==> src/rtl/ivsg_pkg.sv <==
package ivsg_pkg;

    // Raster geometry in half-line units
    localparam int HL_W      = 11;
    localparam int FIELD_HL  = 525;
    localparam int FRAME_HL  = 1050;
    localparam int MAX_DELAY = 524;

    // Pulse window: start offset and width in half-lines
    localparam int LONG_START  = 6;
    localparam int LONG_WIDTH  = 6;
    localparam int SHORT_START = 8;
    localparam int SHORT_WIDTH = 3;

    typedef enum logic {
        FIELD_A = 1'b0,
        FIELD_B = 1'b1
    } field_e;

    typedef struct packed {
        logic short_sync;
        logic invert;
    } shape_t;

    function automatic logic in_pulse(input logic [HL_W-1:0] frel, input logic short_sync);
        logic [HL_W-1:0] s;
        logic [HL_W-1:0] e;
        s = short_sync ? HL_W'(SHORT_START) : HL_W'(LONG_START);
        e = s + (short_sync ? HL_W'(SHORT_WIDTH) : HL_W'(LONG_WIDTH));
        return (frel >= s) && (frel < e);
    endfunction

endpackage

==> src/rtl/ivsg_phase_detect.sv <==
module ivsg_phase_detect
    import ivsg_pkg::*;
#(
    parameter int LINE_PIX = 16
) (
    input  logic   clk,
    input  logic   rst,
    input  logic   ihs_in,
    input  logic   ivs_in,
    output logic   ivs_fall,
    output field_e fld_cap
);

    localparam int PIX_W = $clog2(LINE_PIX);
    localparam logic [PIX_W-1:0] PIX_LAST = PIX_W'(LINE_PIX - 1);
    localparam logic [PIX_W-1:0] MID_LO   = PIX_W'(LINE_PIX / 4);
    localparam logic [PIX_W-1:0] MID_HI   = PIX_W'((3 * LINE_PIX) / 4);

    logic             ihs_q;
    logic             ivs_q;
    logic [PIX_W-1:0] pix;
    logic             ihs_rise;

    assign ihs_rise = ihs_in & ~ihs_q;
    assign ivs_fall = ivs_q & ~ivs_in;

    always_ff @(posedge clk) begin
        if (rst) begin
            ihs_q   <= 1'b0;
            ivs_q   <= 1'b0;
            pix     <= '0;
            fld_cap <= FIELD_A;
        end else begin
            ihs_q <= ihs_in;
            ivs_q <= ivs_in;
            if (ihs_rise) begin
                pix <= '0;
            end else if (pix != PIX_LAST) begin
                pix <= pix + PIX_W'(1);
            end
            if (ivs_fall) begin
                fld_cap <= ((pix >= MID_LO) && (pix < MID_HI)) ? FIELD_B : FIELD_A;
            end
        end
    end

    // the line position restarts on every horizontal sync rise
    p_line_restart_r5: assert property (@(posedge clk) disable iff (rst)
        ihs_rise |=> (pix == '0));

endmodule

==> src/rtl/ivsg_line_delay.sv <==
module ivsg_line_delay
    import ivsg_pkg::*;
#(
    parameter int LINE_PIX = 16,
    parameter int DLY_W    = 11
) (
    input  logic             clk,
    input  logic             rst,
    input  logic             start,
    input  logic [DLY_W-1:0] delay_in,
    output logic             expire
);

    localparam int PIX_W = $clog2(LINE_PIX);
    localparam logic [PIX_W-1:0] PIX_LAST = PIX_W'(LINE_PIX - 1);
    localparam logic [DLY_W-1:0] DLY_MAX  = DLY_W'(MAX_DELAY);

    logic             run;
    logic [PIX_W-1:0] pix;
    logic [DLY_W-1:0] lines;
    logic [DLY_W-1:0] tgt;

    assign expire = run && (lines == tgt) && (pix == '0);

    always_ff @(posedge clk) begin
        if (rst) begin
            run   <= 1'b0;
            pix   <= '0;
            lines <= '0;
            tgt   <= '0;
        end else if (start) begin
            run   <= 1'b1;
            pix   <= '0;
            lines <= '0;
            tgt   <= (delay_in > DLY_MAX) ? DLY_MAX : delay_in;
        end else if (expire) begin
            run <= 1'b0;
        end else if (run) begin
            if (pix == PIX_LAST) begin
                pix   <= '0;
                lines <= lines + DLY_W'(1);
            end else begin
                pix <= pix + PIX_W'(1);
            end
        end
    end

    // the armed target never exceeds the legal maximum
    p_target_legal_r8: assert property (@(posedge clk) disable iff (rst)
        run |-> (tgt <= DLY_MAX));

    // one reference point per armed delay unless re-armed at that edge
    p_single_expire_r2: assert property (@(posedge clk) disable iff (rst)
        (expire && !start) |=> !expire);

    // a fall on an expiry edge still arms the timer
    p_rearm_r11: assert property (@(posedge clk) disable iff (rst)
        start |=> run);

endmodule

==> src/rtl/ivsg_raster.sv <==
module ivsg_raster
    import ivsg_pkg::*;
#(
    parameter int LINE_PIX = 16
) (
    input  logic   clk,
    input  logic   rst,
    input  logic   expire,
    input  field_e fld_in,
    input  logic   swap,
    input  shape_t shape_in,
    output logic   ovs,
    output logic   field_out,
    output logic   half_out
);

    localparam int HALF_PIX = LINE_PIX / 2;
    localparam int SUB_W    = $clog2(HALF_PIX);
    localparam logic [SUB_W-1:0] SUB_LAST = SUB_W'(HALF_PIX - 1);
    localparam logic [HL_W-1:0]  HL_LAST  = HL_W'(FRAME_HL - 1);
    localparam logic [HL_W-1:0]  HL_FIELD = HL_W'(FIELD_HL);

    logic [SUB_W-1:0] sub;
    logic [HL_W-1:0]  hl;
    field_e           f0;
    shape_t           shape;

    logic [HL_W-1:0]  rel;
    logic [HL_W-1:0]  frel;
    logic             second;
    logic             f0_b;
    logic             active;

    always_ff @(posedge clk) begin
        if (rst) begin
            sub   <= '0;
            hl    <= '0;
            f0    <= FIELD_A;
            shape <= '0;
        end else if (expire) begin
            sub   <= '0;
            hl    <= '0;
            f0    <= swap ? ((fld_in == FIELD_A) ? FIELD_B : FIELD_A) : fld_in;
            shape <= shape_in;
        end else if (sub == SUB_LAST) begin
            sub <= '0;
            hl  <= (hl == HL_LAST) ? '0 : hl + HL_W'(1);
        end else begin
            sub <= sub + SUB_W'(1);
        end
    end

    // Field B starts one half-line after the reference point
    always_comb begin
        f0_b   = (f0 == FIELD_B);
        rel    = (f0_b && (hl == '0)) ? HL_LAST : (hl - HL_W'(f0_b));
        second = (rel >= HL_FIELD);
        frel   = second ? (rel - HL_FIELD) : rel;
        active = in_pulse(frel, shape.short_sync);
    end

    assign ovs       = shape.invert ? active : ~active;
    assign field_out = f0_b ^ second;
    assign half_out  = hl[0];

    // shape and polarity are taken up only at a reference point
    p_shape_hold_r10: assert property (@(posedge clk) disable iff (rst)
        !expire |=> $stable(shape));

    // the output moves only on half-line boundaries or at a reference
    p_ovs_grid_r3: assert property (@(posedge clk) disable iff (rst)
        (!expire && (sub != SUB_LAST)) |=> $stable(ovs));

    // the half-line flag toggles on each half-line step
    p_half_step_r12: assert property (@(posedge clk) disable iff (rst)
        (!expire && (sub == SUB_LAST) && (hl != HL_LAST)) |=> (half_out != $past(half_out)));

endmodule

==> src/rtl/ilace_vsync_gen.sv <==
module ilace_vsync_gen
    import ivsg_pkg::*;
#(
    parameter int LINE_PIX = 16,
    parameter int DLY_W    = 11
) (
    input  logic             clk,
    input  logic             rst,
    input  logic             ihs_in,
    input  logic             ivs_in,
    input  logic [DLY_W-1:0] cfg_delay,
    input  logic             cfg_short_sync,
    input  logic             cfg_field_swap,
    input  logic             cfg_ovs_inv,
    output logic             ovs_out,
    output logic             field_out,
    output logic             half_line_out
);

    logic   ivs_fall;
    logic   expire;
    field_e fld_cap;
    shape_t shape_cfg;

    assign shape_cfg.short_sync = cfg_short_sync;
    assign shape_cfg.invert     = cfg_ovs_inv;

    ivsg_phase_detect #(.LINE_PIX(LINE_PIX)) u_detect (
        .clk      (clk),
        .rst      (rst),
        .ihs_in   (ihs_in),
        .ivs_in   (ivs_in),
        .ivs_fall (ivs_fall),
        .fld_cap  (fld_cap)
    );

    ivsg_line_delay #(.LINE_PIX(LINE_PIX), .DLY_W(DLY_W)) u_delay (
        .clk      (clk),
        .rst      (rst),
        .start    (ivs_fall),
        .delay_in (cfg_delay),
        .expire   (expire)
    );

    ivsg_raster #(.LINE_PIX(LINE_PIX)) u_raster (
        .clk       (clk),
        .rst       (rst),
        .expire    (expire),
        .fld_in    (fld_cap),
        .swap      (cfg_field_swap),
        .shape_in  (shape_cfg),
        .ovs       (ovs_out),
        .field_out (field_out),
        .half_out  (half_line_out)
    );

endmodule

==> config.mk <==
export PLATFORM = sky130hd
export DESIGN_NAME = ilace_vsync_gen
export DESIGN_NICKNAME = d
export VERILOG_FILES = /design/src/rtl/ivsg_pkg.sv /design/src/rtl/ivsg_phase_detect.sv /design/src/rtl/ivsg_line_delay.sv /design/src/rtl/ivsg_raster.sv /design/src/rtl/ilace_vsync_gen.sv
export SDC_FILE = /design/constraint.sdc
export NUM_CORES = 1
export LEC_CHECK = 0
export BUFFER_PORTS_ARGS = -buffer_cell sky130_fd_sc_hd__buf_2
export CORE_ASPECT_RATIO = 1.1
export CORE_MARGIN = 2
export CORE_UTILIZATION = 46
export DETAILED_ROUTE_END_ITERATION = 12
export GPL_TIMING_DRIVEN = 0
export PLACE_DENSITY = 0.68
export SLEW_MARGIN = 20
export SYNTH_ARGS = -nofsm -noshare
export SYNTH_HDL_FRONTEND = slang
export SYNTH_SLANG_ARGS = --single-unit
==> constraint.sdc <==
create_clock -name clk -period 4.5 [get_ports clk]
set_input_delay 0.9 -clock clk [delete_from_list [all_inputs] [get_ports clk]]
set_output_delay 0.9 -clock clk [all_outputs]
set_load 0.1 [all_outputs]
==> run_results.csv <==
group,metric,value,unit
global_routing,overflow,0,
critical_path,cpPeakStageDelay,0.54,ns
place,hpwl,4884,µm
sta,period_minus_slack,5.256,ns
yosys,yosysSeqAreaShare,0.3241,
place,placed_cell_area,0.003450,mm²
sta,fin_ws,-0.7556,ns
route,drt_iter0_markers,70,
global_routing,grt_pass1_wl,11830,µm
sta,setup_tns,-0.7556,ns
critical_path,criticalPathCategory,"flop to primary output",
global_routing,grt_use_met3,0.03108,
global_routing,grtUsageMet1,0.2217,
worst_hold_path,hold_path_class,"flop to flop",
yosys,synth_edf_count,0,
route,antenna_left,0,
floorplanning,dieArea,0.007528,mm²
yosys,yosys_warnings,0,
power_and_ir_drop,swShare,0.2615,
power_and_ir_drop,clockPowerShare,0.355,
place,dp_slack,-1.316,ns
yosys,syn_nets,406,
layout,fin_util,0.5795,
floorplanning,io_pins,21,
critical_path,r2r_start,"u_delay.pix[0]",
layout,nets,445,
floorplanning,start_util,0.4778,
yosys,synth.cell_area,0.003151,mm²
critical_path,crit_top_cell,"ha_4",
layout,n_antenna_cell,0,
run_status,status,"finished with violations",
power_and_ir_drop,p_seq_frac,0.484,
route,drc_errors,0,
job,maxCapViolations,0,
power_and_ir_drop,intPower,0.0007111,W
critical_path,timing.rr.end,"u_delay.lines[3]",
run_status,violations,"negative setup slack",
clocking,root_buffer,"clkbuf_8",
layout,areaGrowthSynthToFinish,21.29,%
route,via_per_inst,5.534,
yosys,yosysUniqueCellTypes,62,
power_and_ir_drop,pwr-share-comb,0.161,
layout,stdcell_area,0.003821,mm²
global_routing,grt_pass1_vias,2617,
sta,period_share,1.168,
sta,relSlewSlack,0.5057,
clocking,htree_levels,2,
global_routing,grt.met2_usage,0.3293,
critical_path,critPathCaptureType,"primary output",
worst_hold_path,hold_path_end,"u_raster.sub[0]",
global_routing,antenna_found_initial,0,
clocking,cts_buffers,5,
yosys,yosys_register_bits,51,
critical_path,crit_fanout,6,
route,wl_per_cell,13.73,µm
clocking,cts_buffer_depth,2,
sta,finalHoldViolations,0,
power_and_ir_drop,p_sw,0.0002517,W
place,place.gp.congestion,0.8058,
route,dr.pass1.iters,4,
yosys,async_reset_ff_frac,0,
global_routing,grt_use_total,0.1855,
yosys,syn_avg_cell_area,8.538,µm²
layout,layout-drive-gt1-share,0.2274,
floorplanning,die_x,82.91,µm
critical_path,path_cells,"inv_4 > ha_4 > and3b_1 > and4_1 > buf_6 > clkbuf_16 > or2_4 > ha_4 > a21oi_4 > o311ai_4 > a21boi_4 > o31a_1 > or4_4 > and2_4 > ha_4 > a31oi_4 > a311oi_4 > xnor2_4 > buf_12",
floorplanning,die_h,90.80,µm
power_and_ir_drop,power_density,252.0,mW/mm²
yosys,syn_inst,369,
clocking,cts_hold_buf,0,
sta,fmax,0.1903,GHz
clocking,cts.reportedPaths.clkPinSlew,0.10,ns
clocking,clock_latency,0.31,ns
route,vias,2717,
power_and_ir_drop,total_leakage_power,1.449,nW
critical_path,r2r_cells,12,
power_and_ir_drop,irDropWorstVdd,0.0001552,V
sta,grt_setup_unrepaired,"yes",
worst_hold_path,hp-start,"u_raster.sub[0]",
clocking,cts_tree,"yes",
place,portBuffers,20,
global_routing,grt-busiest-layer,"met2",
global_routing,grt_max_degree,17,
worst_hold_path,hold_depth,1,
route,wl,6742,µm
clocking,clock_sinks,51,
sta,worst_pin_slew,0.7357,ns
critical_path,required,3.60,ns
sta,skew,0.01069,ns
critical_path,cp.arrival,4.36,ns
critical_path,crit_path_top_delay_cell,"or4_4",
critical_path,rrSetupSlack,1.47,ns
sta,setup_viol_count_final,1,
sta,maxSlewViolCount,0,
floorplanning,core,0.006594,mm²
yosys,ys.flop_type,"dfxtp_1",
critical_path,startpoint_type,"flop",
floorplanning,row_count,31,
-- cell type report --
type	count	area, µm²
clock inverter	2	38.79
clock buffer	6	82.58
sequential	51	1031
multi-input combinational	286	2175
timing repair buffer	33	212.7
fill	603	2773
buffer	17	121.4
inverter	14	57.56
tap	82	102.6
-- Yosys cell counts (10+ instances only) --
cell type / instances / area [µm²]
a21oi_1: 13 / 65.06
clkbuf_1: 10 / 37.54
dfxtp_1: 51 / 1021
ha_1: 19 / 237.7
inv_1: 14 / 52.55
nand2_1: 25 / 93.84
nand4_1: 12 / 75.07
nor2_1: 47 / 176.4
nor3_1: 11 / 55.05
o21ai_0: 11 / 55.05
xnor2_1: 28 / 245.2
xor2_1: 15 / 131.4
-- worst max-delay path by stage --
| stage | start | to | slack, ns | depth (start not counted) |
|---|---|---|---|---|
| detailed placement | u_raster.hl[1] | ovs_out | -1.32 | 19 |
| global route | u_raster.hl[1] | ovs_out | -0.91 | 19 |
| finish | u_raster.hl[0] | ovs_out | -0.76 | 19 |
| global placement | u_raster.hl[1] | ovs_out | -1.26 | 19 |
| floorplan | u_raster.hl[0] | ovs_out | -0.78 | 18 |
| CTS | u_raster.hl[1] | ovs_out | -0.75 | 19 |
-- critical path, delay by kind of cell (launching register included) --
family          cells  cell delay (ns)
compound gates      6             1.25
simple gates        5             1.23
xor+xnor            1             0.17
flops               1             0.37
buf+inv             4             0.50
fa+ha+maj           3             0.52
-- what timing repair did --
item / in CTS / in global routing
pin swaps: 11 / 14
endpoints found under the setup margin: 2 / 1
buffers inserted: 9 / 4
resized for setup: 29 / 8
-- stage by stage --
step	total power, W	std cells	hold slack [ns]
after floorplan	0.0005757	369	0.4032
after global placement	0.0006041	471	0.4212
after detailed placement	0.0006070	471	0.4273
after CTS	0.0009659	488	0.4439
after global routing	0.001005	491	0.4641
final	0.0009628	491	0.4379
-- state kept, by name (all words and copies together), names as in the netlist --
signal and cells:
u_delay.lines 11, u_delay.tgt 11, u_raster.hl 11, u_delay.pix 4
u_detect.pix 4, u_raster.sub 3, u_raster.shape 2, u_delay.run 1
u_detect.fld_cap 1, u_detect.ihs_q 1, u_detect.ivs_q 1, u_raster.f0 1
-- per-layer routing --
layer | vias up | routed length, µm
li1 | 1385 | -
met1 | 1264 | 3049
met2 | 50 | 3310
met3 | 18 | 209
met4 | 0 | 171
met5 | - | 0
-- cell usage in the layout (no fill, tap or decap), types with 3 or more instances in the layout --
master | Yosys | layout
a21o_1 | 5 | 5
a21oi_1 | 13 | 10
a22o_1 | 7 | 7
a31oi_1 | 4 | 3
and2_1 | 5 | 4
and3_1 | 4 | 4
buf_2 | 5 | 21
buf_4 | 0 | 14
buf_6 | 3 | 4
clkbuf_1 | 10 | 9
clkbuf_8 | 0 | 6
dfxtp_1 | 51 | 47
ha_1 | 19 | 14
ha_4 | 0 | 3
inv_1 | 14 | 10
mux2i_1 | 7 | 6
nand2_1 | 25 | 25
nand3_1 | 3 | 3
nand4_1 | 12 | 12
nor2_1 | 47 | 47
nor2b_1 | 7 | 6
nor3_1 | 11 | 11
nor4_1 | 3 | 3
nor4bb_1 | 3 | 3
o211ai_1 | 3 | 3
o21ai_0 | 11 | 10
or3_1 | 7 | 7
or4_1 | 4 | 3
xnor2_1 | 28 | 26
xor2_1 | 15 | 15
-- cells by family after synthesis --
group,synth area share
flip-flops,0.3241
AND/OR/NAND/NOR,0.2629
adder cells (fa/ha/maj),0.07546
AO/OA/AOI/OAI,0.1485
XOR/XNOR,0.1195
buffers and inverters,0.04726
multiplexers,0.02224
-- power by group through the flow --
stage | Sequential [W] | Clock, W | Combinational, W
floorplan | 0.000476 | 0 | 0.000100
global placement | 0.000477 | 0 | 0.000127
detailed placement | 0.000477 | 0 | 0.000130
CTS | 0.000466 | 0.000350 | 0.000150
global route | 0.000467 | 0.000366 | 0.000171
finish | 0.000466 | 0.000342 | 0.000155
Power figures use the tool's default switching activity.
